`config.mk`:
```
export PLATFORM = sky130hd
export DESIGN_NAME = dbgmon_entry
export DESIGN_NICKNAME = d
export VERILOG_FILES = /design/src/rtl/dbgmon_pkg.sv /design/src/rtl/dbgmon_mode_latch.sv /design/src/rtl/dbgmon_baud_gen.sv /design/src/rtl/dbgmon_uart_rx.sv /design/src/rtl/dbgmon_handshake.sv /design/src/rtl/dbgmon_entry.sv
export SDC_FILE = /design/constraint.sdc
export NUM_CORES = 1
export LEC_CHECK = 0
export ABC_AREA = 1
export CORE_MARGIN = 2
export CORE_UTILIZATION = 65
export CTS_BUF_LIST = sky130_fd_sc_hd__clkbuf_4
export DETAILED_ROUTE_END_ITERATION = 10
export DONT_BUFFER_PORTS = 1
export PLACE_DENSITY = 0.81
export SYNTH_ARGS = -nofsm -noshare
export SYNTH_HDL_FRONTEND = slang
export SYNTH_SLANG_ARGS = --single-unit
```
`constraint.sdc`:
```
create_clock -name clk -period 3.55 [get_ports clk]
set_input_delay 0.355 -clock clk [delete_from_list [all_inputs] [get_ports clk]]
set_output_delay 0.355 -clock clk [all_outputs]
set_load 0.005 [all_outputs]
```
`src/rtl/dbgmon_pkg.sv`:
```
package dbgmon_pkg;

   typedef enum logic [1:0] {
      IRQ_LOW  = 2'b00,
      IRQ_HIGH = 2'b01,
      IRQ_TEST = 2'b10,
      IRQ_BAD  = 2'b11
   } irq_lvl_e;

   typedef enum logic [2:0] {
      RX_IDLE,
      RX_START,
      RX_DATA,
      RX_STOP,
      RX_WAIT
   } rx_st_e;

   typedef enum logic [1:0] {
      HS_SEC,
      HS_BRK,
      HS_RDY
   } hs_st_e;

   localparam logic [7:0] VEC_BLANK = 8'hFF;

endpackage

```
`src/rtl/dbgmon_mode_latch.sv`:
```
module dbgmon_mode_latch
   import dbgmon_pkg::*;
#(
   parameter logic [1:0] MODE_KEY = 2'b10
) (
   input  logic       clk,
   input  logic       rst_n,
   input  logic [1:0] irq_level,
   input  logic [7:0] vec_hi,
   input  logic [7:0] vec_lo,
   input  logic [1:0] mode_sel,
   output logic       active,
   output logic       int_sel
);

   irq_lvl_e irq;
   logic     blank;
   logic     strap_ok;
   logic     enter;
   logic     use_int;
   logic     act_q;
   logic     int_q;

   always_comb begin
      irq      = irq_lvl_e'(irq_level);
      blank    = (vec_hi == VEC_BLANK) && (vec_lo == VEC_BLANK);
      strap_ok = (mode_sel == MODE_KEY);
      enter    = strap_ok &&
                 ((irq == IRQ_TEST) ||
                  (blank && ((irq == IRQ_HIGH) || (irq == IRQ_LOW))));
      use_int  = enter && blank && (irq == IRQ_LOW);
   end

   // Track pins while reset is held; freeze once it is released.
   always_ff @(posedge clk) begin
      if (!rst_n) begin
         act_q <= enter;
         int_q <= use_int;
      end
   end

   assign active  = act_q;
   assign int_sel = int_q;

   AST_MODE_FROZEN: assert property (@(posedge clk) disable iff (!rst_n)
      $past(rst_n) |-> ($stable(act_q) && $stable(int_q)));

   AST_INT_NEEDS_ENTRY: assert property (@(posedge clk) disable iff (!rst_n)
      int_q |-> act_q);

endmodule

```
`src/rtl/dbgmon_baud_gen.sv`:
```
module dbgmon_baud_gen #(
   parameter int EXT_DIV = 64,
   parameter int INT_DIV = 83
) (
   input  logic clk,
   input  logic rst_n,
   input  logic en,
   input  logic sel_int,
   output logic tick
);

   localparam int MAXD = (EXT_DIV > INT_DIV) ? EXT_DIV : INT_DIV;
   localparam int CW   = (MAXD > 1) ? $clog2(MAXD) : 1;

   generate
      if (EXT_DIV < 1 || INT_DIV < 1) begin : g_bad_div
         $error("dbgmon_baud_gen: divisors must be at least 1");
      end
   endgenerate

   logic [CW-1:0] cnt_q;
   logic [CW-1:0] lim;

   assign lim = sel_int ? CW'(INT_DIV - 1) : CW'(EXT_DIV - 1);

   always_ff @(posedge clk or negedge rst_n) begin
      if (!rst_n) begin
         cnt_q <= '0;
         tick  <= 1'b0;
      end else if (!en) begin
         cnt_q <= '0;
         tick  <= 1'b0;
      end else if (cnt_q == lim) begin
         cnt_q <= '0;
         tick  <= 1'b1;
      end else begin
         cnt_q <= cnt_q + 1'b1;
         tick  <= 1'b0;
      end
   end

   AST_DIV_BOUND: assert property (@(posedge clk) disable iff (!rst_n)
      $past(en) && en |-> cnt_q <= lim);

endmodule

```
`src/rtl/dbgmon_uart_rx.sv`:
```
module dbgmon_uart_rx
   import dbgmon_pkg::*;
#(
   parameter int OVS         = 16,
   parameter int SYNC_STAGES = 2
) (
   input  logic       clk,
   input  logic       rst_n,
   input  logic       en,
   input  logic       tick,
   input  logic       rxd,
   output logic       byte_valid,
   output logic [7:0] byte_data
);

   localparam int OW = $clog2(OVS);

   generate
      if (OVS < 4 || (OVS % 2) != 0) begin : g_bad_ovs
         $error("dbgmon_uart_rx: OVS must be even and at least 4");
      end
      if (SYNC_STAGES < 1) begin : g_bad_sync
         $error("dbgmon_uart_rx: SYNC_STAGES must be at least 1");
      end
   endgenerate

   logic rxs;

   generate
      if (SYNC_STAGES == 1) begin : g_sync_one
         logic s_q;
         always_ff @(posedge clk or negedge rst_n) begin
            if (!rst_n) s_q <= 1'b1;
            else        s_q <= rxd;
         end
         assign rxs = s_q;
      end else begin : g_sync_chain
         logic [SYNC_STAGES-1:0] ch_q;
         always_ff @(posedge clk or negedge rst_n) begin
            if (!rst_n) ch_q <= '1;
            else        ch_q <= {ch_q[SYNC_STAGES-2:0], rxd};
         end
         assign rxs = ch_q[SYNC_STAGES-1];
      end
   endgenerate

   rx_st_e        st_q;
   logic [OW-1:0] ocnt_q;
   logic [2:0]    bidx_q;
   logic [7:0]    sh_q;

   always_ff @(posedge clk or negedge rst_n) begin
      if (!rst_n) begin
         st_q       <= RX_IDLE;
         ocnt_q     <= '0;
         bidx_q     <= '0;
         sh_q       <= '0;
         byte_valid <= 1'b0;
      end else begin
         byte_valid <= 1'b0;
         if (!en) begin
            st_q <= RX_IDLE;
         end else if (tick) begin
            case (st_q)
               RX_IDLE: begin
                  if (!rxs) begin
                     st_q   <= RX_START;
                     ocnt_q <= '0;
                  end
               end
               RX_START: begin
                  if (ocnt_q == OW'(OVS/2 - 1)) begin
                     ocnt_q <= '0;
                     bidx_q <= '0;
                     st_q   <= rxs ? RX_IDLE : RX_DATA;
                  end else begin
                     ocnt_q <= ocnt_q + 1'b1;
                  end
               end
               RX_DATA: begin
                  if (ocnt_q == OW'(OVS - 1)) begin
                     ocnt_q <= '0;
                     sh_q   <= {rxs, sh_q[7:1]};
                     bidx_q <= bidx_q + 1'b1;
                     if (bidx_q == 3'd7) st_q <= RX_STOP;
                  end else begin
                     ocnt_q <= ocnt_q + 1'b1;
                  end
               end
               RX_STOP: begin
                  if (ocnt_q == OW'(OVS - 1)) begin
                     ocnt_q <= '0;
                     if (rxs) begin
                        byte_valid <= 1'b1;
                        st_q       <= RX_IDLE;
                     end else begin
                        st_q <= RX_WAIT;
                     end
                  end else begin
                     ocnt_q <= ocnt_q + 1'b1;
                  end
               end
               RX_WAIT: begin
                  if (rxs) st_q <= RX_IDLE;
               end
               default: st_q <= RX_IDLE;
            endcase
         end
      end
   end

   assign byte_data = sh_q;

   AST_VALID_PULSE: assert property (@(posedge clk) disable iff (!rst_n)
      byte_valid |=> !byte_valid);

endmodule

```
`src/rtl/dbgmon_handshake.sv`:
```
module dbgmon_handshake
   import dbgmon_pkg::*;
#(
   parameter int                 NUM_SEC  = 8,
   parameter int                 BRK_BITS = 10,
   parameter int                 OVS      = 16,
   parameter logic [NUM_SEC*8-1:0] SEC_KEY = '0
) (
   input  logic       clk,
   input  logic       rst_n,
   input  logic       en,
   input  logic       tick,
   input  logic       byte_valid,
   input  logic [7:0] byte_data,
   output logic       security_ok,
   output logic       cmd_ready,
   output logic       txd
);

   localparam int CNTW      = $clog2(NUM_SEC + 1);
   localparam int BRK_TICKS = BRK_BITS * OVS;
   localparam int BW        = $clog2(BRK_TICKS + 1);

   generate
      if (NUM_SEC < 1 || BRK_BITS < 1) begin : g_bad_cfg
         $error("dbgmon_handshake: NUM_SEC and BRK_BITS must be at least 1");
      end
   endgenerate

   logic [7:0] key_arr [NUM_SEC];

   generate
      for (genvar k = 0; k < NUM_SEC; k++) begin : g_key
         assign key_arr[k] = SEC_KEY[k*8 +: 8];
      end
   endgenerate

   hs_st_e          st_q;
   logic [CNTW-1:0] cnt_q;
   logic [BW-1:0]   brk_q;
   logic            match_q;
   logic            ok_q;
   logic [7:0]      key_sel;
   logic            match_nxt;

   always_comb begin
      key_sel = '0;
      for (int k = 0; k < NUM_SEC; k++) begin
         if (cnt_q == CNTW'(k)) key_sel = key_arr[k];
      end
      match_nxt = match_q && (byte_data == key_sel);
   end

   always_ff @(posedge clk or negedge rst_n) begin
      if (!rst_n) begin
         st_q    <= HS_SEC;
         cnt_q   <= '0;
         brk_q   <= '0;
         match_q <= 1'b1;
         ok_q    <= 1'b0;
      end else if (en) begin
         case (st_q)
            HS_SEC: begin
               if (byte_valid) begin
                  match_q <= match_nxt;
                  cnt_q   <= cnt_q + 1'b1;
                  if (cnt_q == CNTW'(NUM_SEC - 1)) begin
                     ok_q  <= match_nxt;
                     brk_q <= '0;
                     st_q  <= HS_BRK;
                  end
               end
            end
            HS_BRK: begin
               if (tick) begin
                  if (brk_q == BW'(BRK_TICKS - 1)) st_q <= HS_RDY;
                  else                             brk_q <= brk_q + 1'b1;
               end
            end
            default: ;
         endcase
      end
   end

   assign security_ok = ok_q;
   assign cmd_ready   = (st_q == HS_RDY);
   assign txd         = (st_q != HS_BRK);

   AST_COUNT_LIMIT: assert property (@(posedge clk) disable iff (!rst_n)
      cnt_q <= CNTW'(NUM_SEC));

   AST_OK_AFTER_ALL: assert property (@(posedge clk) disable iff (!rst_n)
      ok_q |-> cnt_q == CNTW'(NUM_SEC));

   AST_READY_AFTER_BREAK: assert property (@(posedge clk) disable iff (!rst_n)
      $rose(cmd_ready) |-> $past(txd) == 1'b0);

endmodule

```
`src/rtl/dbgmon_entry.sv`:
```
module dbgmon_entry
   import dbgmon_pkg::*;
#(
   parameter int                   NUM_SEC     = 8,
   parameter int                   BRK_BITS    = 10,
   parameter int                   OVS         = 16,
   parameter int                   EXT_DIV     = 64,
   parameter int                   INT_DIV     = 83,
   parameter int                   SYNC_STAGES = 2,
   parameter logic [1:0]           MODE_KEY    = 2'b10,
   parameter logic [NUM_SEC*8-1:0] SEC_KEY     = '0
) (
   input  logic       clk,
   input  logic       rst_n,
   input  logic [1:0] irq_level,
   input  logic [7:0] vec_hi,
   input  logic [7:0] vec_lo,
   input  logic [1:0] mode_sel,
   input  logic       rxd,
   output logic       monitor_active,
   output logic       clk_int_sel,
   output logic       security_ok,
   output logic       cmd_ready,
   output logic       txd
);

   logic       tick;
   logic       byte_valid;
   logic [7:0] byte_data;

   dbgmon_mode_latch #(
      .MODE_KEY (MODE_KEY)
   ) u_latch (
      .clk       (clk),
      .rst_n     (rst_n),
      .irq_level (irq_level),
      .vec_hi    (vec_hi),
      .vec_lo    (vec_lo),
      .mode_sel  (mode_sel),
      .active    (monitor_active),
      .int_sel   (clk_int_sel)
   );

   dbgmon_baud_gen #(
      .EXT_DIV (EXT_DIV),
      .INT_DIV (INT_DIV)
   ) u_baud (
      .clk     (clk),
      .rst_n   (rst_n),
      .en      (monitor_active),
      .sel_int (clk_int_sel),
      .tick    (tick)
   );

   dbgmon_uart_rx #(
      .OVS         (OVS),
      .SYNC_STAGES (SYNC_STAGES)
   ) u_rx (
      .clk        (clk),
      .rst_n      (rst_n),
      .en         (monitor_active),
      .tick       (tick),
      .rxd        (rxd),
      .byte_valid (byte_valid),
      .byte_data  (byte_data)
   );

   dbgmon_handshake #(
      .NUM_SEC  (NUM_SEC),
      .BRK_BITS (BRK_BITS),
      .OVS      (OVS),
      .SEC_KEY  (SEC_KEY)
   ) u_hs (
      .clk         (clk),
      .rst_n       (rst_n),
      .en          (monitor_active),
      .tick        (tick),
      .byte_valid  (byte_valid),
      .byte_data   (byte_data),
      .security_ok (security_ok),
      .cmd_ready   (cmd_ready),
      .txd         (txd)
   );

   AST_QUIET_WHEN_OFF: assert property (@(posedge clk) disable iff (!rst_n)
      !monitor_active |-> (txd && !cmd_ready && !security_ok));

endmodule

```
# After elaboration in Yosys (flattened, before gate mapping)
# Cells that the tools add are included.
[word_totals] ff_bits=47 in_bits=23 output_inout_bits=5 word_cells=115
[classes] add_sub_neg=5 n_eq_ne=33 mux=38 reduce_logical=24
[ops] op="two-way mux 3 bit" n=11
[ops] op="two-way mux 8 bit" n=4
[ops] op="equality test 8 bit, second input constant" n=3
[ops] op="two-way mux 7 bit" n=3
[ops] op="case mux 8 bit (2 select lines)" n=1
[ops] op="inequality test 3 x 2 -> 1 bit, second input constant" n=5
[ops] op="case mux 3 bit (5 select lines)" n=1
[ops] op="two-way mux 4 bit" n=3
[ops] op="inequality test 2 x 1 -> 1 bit, second input constant" n=6
[ops] op="case mux 4 bit (3 select lines)" n=1
[ops] op="AND reduction 4 bit" n=3
[ops] op="AND reduction 6 bit" n=2
[ops] op="two-way mux 2 bit" n=5
[ops] op="adder 4 x 1 -> 4 bit, second input constant" n=2
[ops] op="adder 8 x 1 -> 8 bit, second input constant" n=1
[ops] op="equality test 4 x 3 -> 1 bit, second input constant" n=2
[ops] op="logical NOT 8 bit" n=1
[ops] op="inequality test 2 bit, second input constant" n=4
[ops] op="adder 7 x 1 -> 7 bit, second input constant" n=1
[ops] op="equality test 7 bit" n=1
[ops] op="two-way mux 1 bit" n=7
[ops] op="AND reduction 7 bit" n=1
[ops] op="equality test 2 bit, second input constant" n=3
[ops] op="equality test 3 x 2 -> 1 bit, second input constant" n=2
[ops] op="17 further kinds" n=27

# Depth between registers and ports, before layout
[logic_depth] ltp_word=7 ltp_mapped=9 depth_no_buf=9

# Hierarchy
# From an unflattened synthesis, not the netlist that was laid out.
[unflattened] hier_cells=336 hier_area_um2=2610.0
[by_module_without_submodules] mod="dbgmon_uart_rx" area_per_inst_um2=1089.8 seq_area_each_um2=528.0 cells_per_inst=125 n_inst=1
[by_module_without_submodules] mod="dbgmon_handshake" area_per_inst_um2=930.9 seq_area_each_um2=401.6 cells_per_inst=129 n_inst=1
[by_module_without_submodules] mod="dbgmon_baud_gen" area_per_inst_um2=431.7 seq_area_each_um2=200.2 cells_per_inst=56 n_inst=1
[by_module_without_submodules] mod="dbgmon_mode_latch" area_per_inst_um2=157.7 seq_area_each_um2=60.1 cells_per_inst=26 n_inst=1

# Worst setup path after synthesis
# No wires, ideal clock.
[synth_timing] path_kind="reg-to-reg" from="register u_hs.cnt_q[0]" to="register u_hs.brk_q[6]" period_less_slack_ns=1.352 slack_ns=2.198 arrival_ns=1.234 required_ns=3.432 stages_incl_launch_ff=10 setup_ns=0.118 path_buffers=1 cell_sequence="dfrtp_1 > ha_1 > nand3b_1 > nand2_4 > nand2_2 > nor2_4 > nand2_4 > buf_12 > nand2_1 > o21ai_2"
[synth_between] elab_chain_len=3
[synth_rtl] item="start: declaration" line_no="dbgmon_handshake.sv:39" text="logic [CNTW-1:0] cnt_q;"
[synth_rtl] item="start signal: assignment" line_no="dbgmon_handshake.sv:66" text="cnt_q <= cnt_q + 1'b1;"
[synth_rtl] item="equality test 4 x 3 -> 1 bit"
[synth_rtl] item="inequality test 2 x 1 -> 1 bit (no line)"
[synth_rtl] item="AND reduction 6 bit (no line)"
[synth_rtl] item="end signal: assignment" line_no="dbgmon_handshake.sv:77" text="else brk_q <= brk_q + 1'b1;"
[synth_rtl] item="end: declaration" line_no="dbgmon_handshake.sv:40" text="logic [BW-1:0] brk_q;"
# Every way passes these cells.
# A chain may end at the register's enable or synchronous reset.

# Final worst setup path
[layout_timing] from="register u_latch.act_q (netlist: u_latch.active)" to="register u_rx.sh_q[6] (netlist: u_rx.byte_data[6])"
[layout_between] elab_chain_len=1
[layout_rtl] item="start: declaration" line_no="dbgmon_mode_latch.sv:21" text="logic act_q;"
[layout_rtl] item="start signal: assignment" line_no="dbgmon_mode_latch.sv:37" text="act_q <= enter;"
[layout_rtl] item="AND reduction 4 bit (no line)"
[layout_rtl] item="end signal: assignment" line_no="dbgmon_uart_rx.sv:83" text="sh_q <= {rxs, sh_q[7:1]};"
[layout_rtl] item="end: declaration" line_no="dbgmon_uart_rx.sv:50" text="logic [7:0] sh_q;"
# Every way passes these cells.

==> summary.txt <==
Run status
  – Run status: finished clean

Power and ir drop
  – Max VDD drop: roughly 230 uV
  – Cell area power density: 317 nW/um^2
  – Pleak: about 1.3 nW

Setup path
  – R2r setup slk: 2.00 ns
  – Crit Path Max Fanout: 15
  – Data required time of the worst path: between 3 and 4 ns
  – CP startpoint kind: register
  – CP Capture Type: register
  – Setup Crit Path Kind: register to register
  – Worst Path Arrival: 1.80 ns

Placed design
  – Post-DP HPWL: between 3000 and 4000 um
  – Port bufs: 0
  – GPL Wtd Cong: 0.905

Logic synthesis
  – Sequential fraction of the synthesis area: between 40% and 50%
  – Syn Nets: approximately 330
  – Syn Inst Count: 299
  – YS warnings: 0
  – Post-Synthesis Cell Area: about 2500 sq um
  – Post-synthesis area per instance: between 8 and 9 sq um
  – FF+latch count, synth: 47
  – Cell variety after synth: 31

Clocking
  – CTS root buffer: clkbuf_4
  – Clock latency on the worst-skew pair: approximately 0.36 ns
  – CTS tree: done
  – Deepest clock path buffer count: 2
  – Setup repair bufs after CTS: 0
  – H-tree Lvls: 2
  – CTS Buf Count: 5
  – CTS Sinks: 47
  – Worst-path clk slew: about 0.13 ns

Timing
  – Crit path time final: around 1.6 ns
  – Final period util: between 40% and 50%
  – Fin. max-slew vios: 0
  – Final Hold Vio Count: 0
  – Achievable Freq: around 0.65 GHz
  – Endpoints failing setup: 0
  – RSZ-0062 raised after global routing: false
  – Final setup TNS: 0 ns
  – Relative slew slack: around two thirds
  – Worst Skew: 0.00567 ns
  – Least-Margin Pin Slew: approximately 0.51 ns
  – Hold Slack: about 0.17 ns

GRT
  – Vias in the first global route: approximately 1800
  – Initial antenna violation count: 0
  – First-pass GRT wire length: about 7400 um
  – Largest net degree at the start of global routing: 46
  – Total gr overflow: 0
  – GRT Total Usage: a little under a quarter

Floorplan
  – Die X-Extent: between 60 and 70 um
  – Core area: roughly 3700 sq um
  – Die Area: between 4000 and 5000 sq um
  – Num rows: 22
  – Die Ht: around 66 um
  – I/O pin count: 28
  – Initial Utilization: ~68%

Finish
  – Layout fillers: ~300
  – Multi-input logic area: between 1000 and 1500 sq um
  – Area growth from synthesis to layout: 5.03%
  – Final nets: about 340
  – Sequential cell area: about 1200 sq um
  – Layout cells sized above 1: a little over an eighth
  – Diode count: 0

Route
  – Initial DRC Count: between 90 and 100
  – Post-DR vias/cell: between 5 and 6
  – Avg WL per Cell: ~12 um
  – Residual DRC: 0
  – Total wire length: approximately 4300 um
  – Drt first pass iters: 4
  – Via count: approximately 1900
  – Remaining antenna violation count: 0

Run
  – Total of max-cap violations: 0

Worst hold path
  – HP Class: input port to register
-- kinds of logic after synthesis --
kind of cell	synth area share, %
compound gates	7.29
simple gates	30.5
buf+inv	7.19
xor+xnor	4.22
flops	47.8
fa+ha+maj	3.02
-- synthesized netlist by cell type, drive strengths merged --
cell type / count / area, sq um
inv: 38 / 143
nand2: 81 / 339
nand4: 9 / 56.3
xnor2: 5 / 43.8
edfxtp: 2 / 60.1
o21a: 1 / 7.51
dfstp: 3 / 78.8
o21ai: 27 / 161
dfrtp: 42 / 1050
nor3: 2 / 10.0
nor4: 2 / 12.5
nand3: 24 / 135
or2: 2 / 12.5
nand3b: 3 / 22.5
ha: 6 / 75.1
nor2: 40 / 170
buf: 3 / 36.3
a22oi: 1 / 7.51
a21oi: 1 / 5.00
xor2: 7 / 61.3
-- power by group --
group	internal [W]	switching (W)	total, W
logic	0.0000116	0.0000200	0.0000316
clock network	0.0000823	0.000160	0.000242
registers	0.000545	0.00000882	0.000554
total	0.000639	0.000188	0.000828
-- worst paths after layout --
path,from,endpoint,cells past startpoint
max,u_latch.active$_DFFE_PN_,u_rx.byte_data[6]$_DFFE_PN0P_,5
min,irq_level[0],u_latch.int_sel$_DFFE_PN_,1
max reg2reg,u_latch.active$_DFFE_PN_,u_rx.byte_data[6]$_DFFE_PN0P_,5
min reg2reg,u_rx.g_sync_chain.ch_q[0]$_DFF_PN1_,u_rx.g_sync_chain.ch_q[1]$_DFF_PN1_,0
max in group asynchronous,rst_n,u_rx.g_sync_chain.ch_q[1]$_DFF_PN1_,2
min in group asynchronous,rst_n,u_baud.cnt_q[5]$_DFF_PN0_,2
-- sequential cells by signal, indices dropped and copies added, names as in the netlist --
signal                  cells
u_hs.brk_q                  8
u_rx.bidx_q                 3
u_hs.match_q                1
u_latch.int_sel             1
u_rx.ocnt_q                 4
u_rx.st_q                   3
u_rx.g_sync_chain.ch_q      2
u_rx.byte_data              8
u_baud.tick                 1
u_hs.security_ok            1
u_rx.byte_valid             1
u_hs.st_q                   2
u_baud.cnt_q                7
u_hs.cnt_q                  4
u_latch.active              1
-- stage by stage --
step / setup WS, ns / power [W] / area (sq um) / instances / util [%]
floorplan: 2.20 / 0.000577 / 2490 / 299 / -
global placement: 2.08 / 0.000580 / 2510 / 344 / 68.6
detailed placement: 2.05 / 0.000581 / 2510 / 344 / 68.6
CTS: 2.02 / 0.000838 / 2610 / 355 / 71.4
global route: 1.88 / 0.000863 / 2610 / 355 / 71.4
finish: 2.00 / 0.000828 / 2610 / 355 / 71.4
-- cell type report --
type	instances	area share, %
Tap cell	48	2.30
Sequential cell	47	45.5
Clock inverter	2	0.335
Inverter	38	5.46
Timing Repair Buffer	3	1.82
Clock buffer	6	1.72
Multi-Input combinational cell	211	42.8
-- what timing repair did --
action                                 4_1_cts  5_1_grt
hold buffers                                 3        0
gates resized for setup                      0        0
endpoints found under the hold margin       46        0
-- routing by layer --
| layer | routed length [um] | global-route usage, % | up-vias | share of wire, % |
|---|---|---|---|---|
| li1 | - | - | 968 | - |
| met5 | 0 | 0 | - | 0 |
| met3 | 234 | 5.96 | 7 | 5.5 |
| met1 | 1940 | 27.3 | 886 | 46 |
| met2 | 2030 | 38.5 | 52 | 48 |
| met4 | 58 | 9.11 | 0 | 1.4 |
-- worst max-delay path: stages (launching register included) --
cell	delay, ns
edfxtp_1	0.69
nand2_1	0.14
nor2_1	0.23
nand2_2	0.21
nand2_1	0.10
o21ai_1	0.07
-- layout by cell type, fill, tap and decap left out, types with 3 or more instances in the layout --
cell,synthesis,routed
clkbuf_4,0,6
dfrtp_1,42,42
dfstp_2,3,3
ha_1,6,6
inv_1,32,32
inv_2,6,6
nand2_1,73,73
nand2_2,5,5
nand2_4,3,3
nand3_1,21,21
nand3_2,3,3
nand3b_1,3,3
nand4_1,9,9
nor2_1,34,34
nor2_2,5,5
o21ai_0,7,7
o21ai_1,13,13
o21ai_2,7,7
xnor2_1,5,5
xor2_1,7,7
Power figures use the tool's default switching activity.
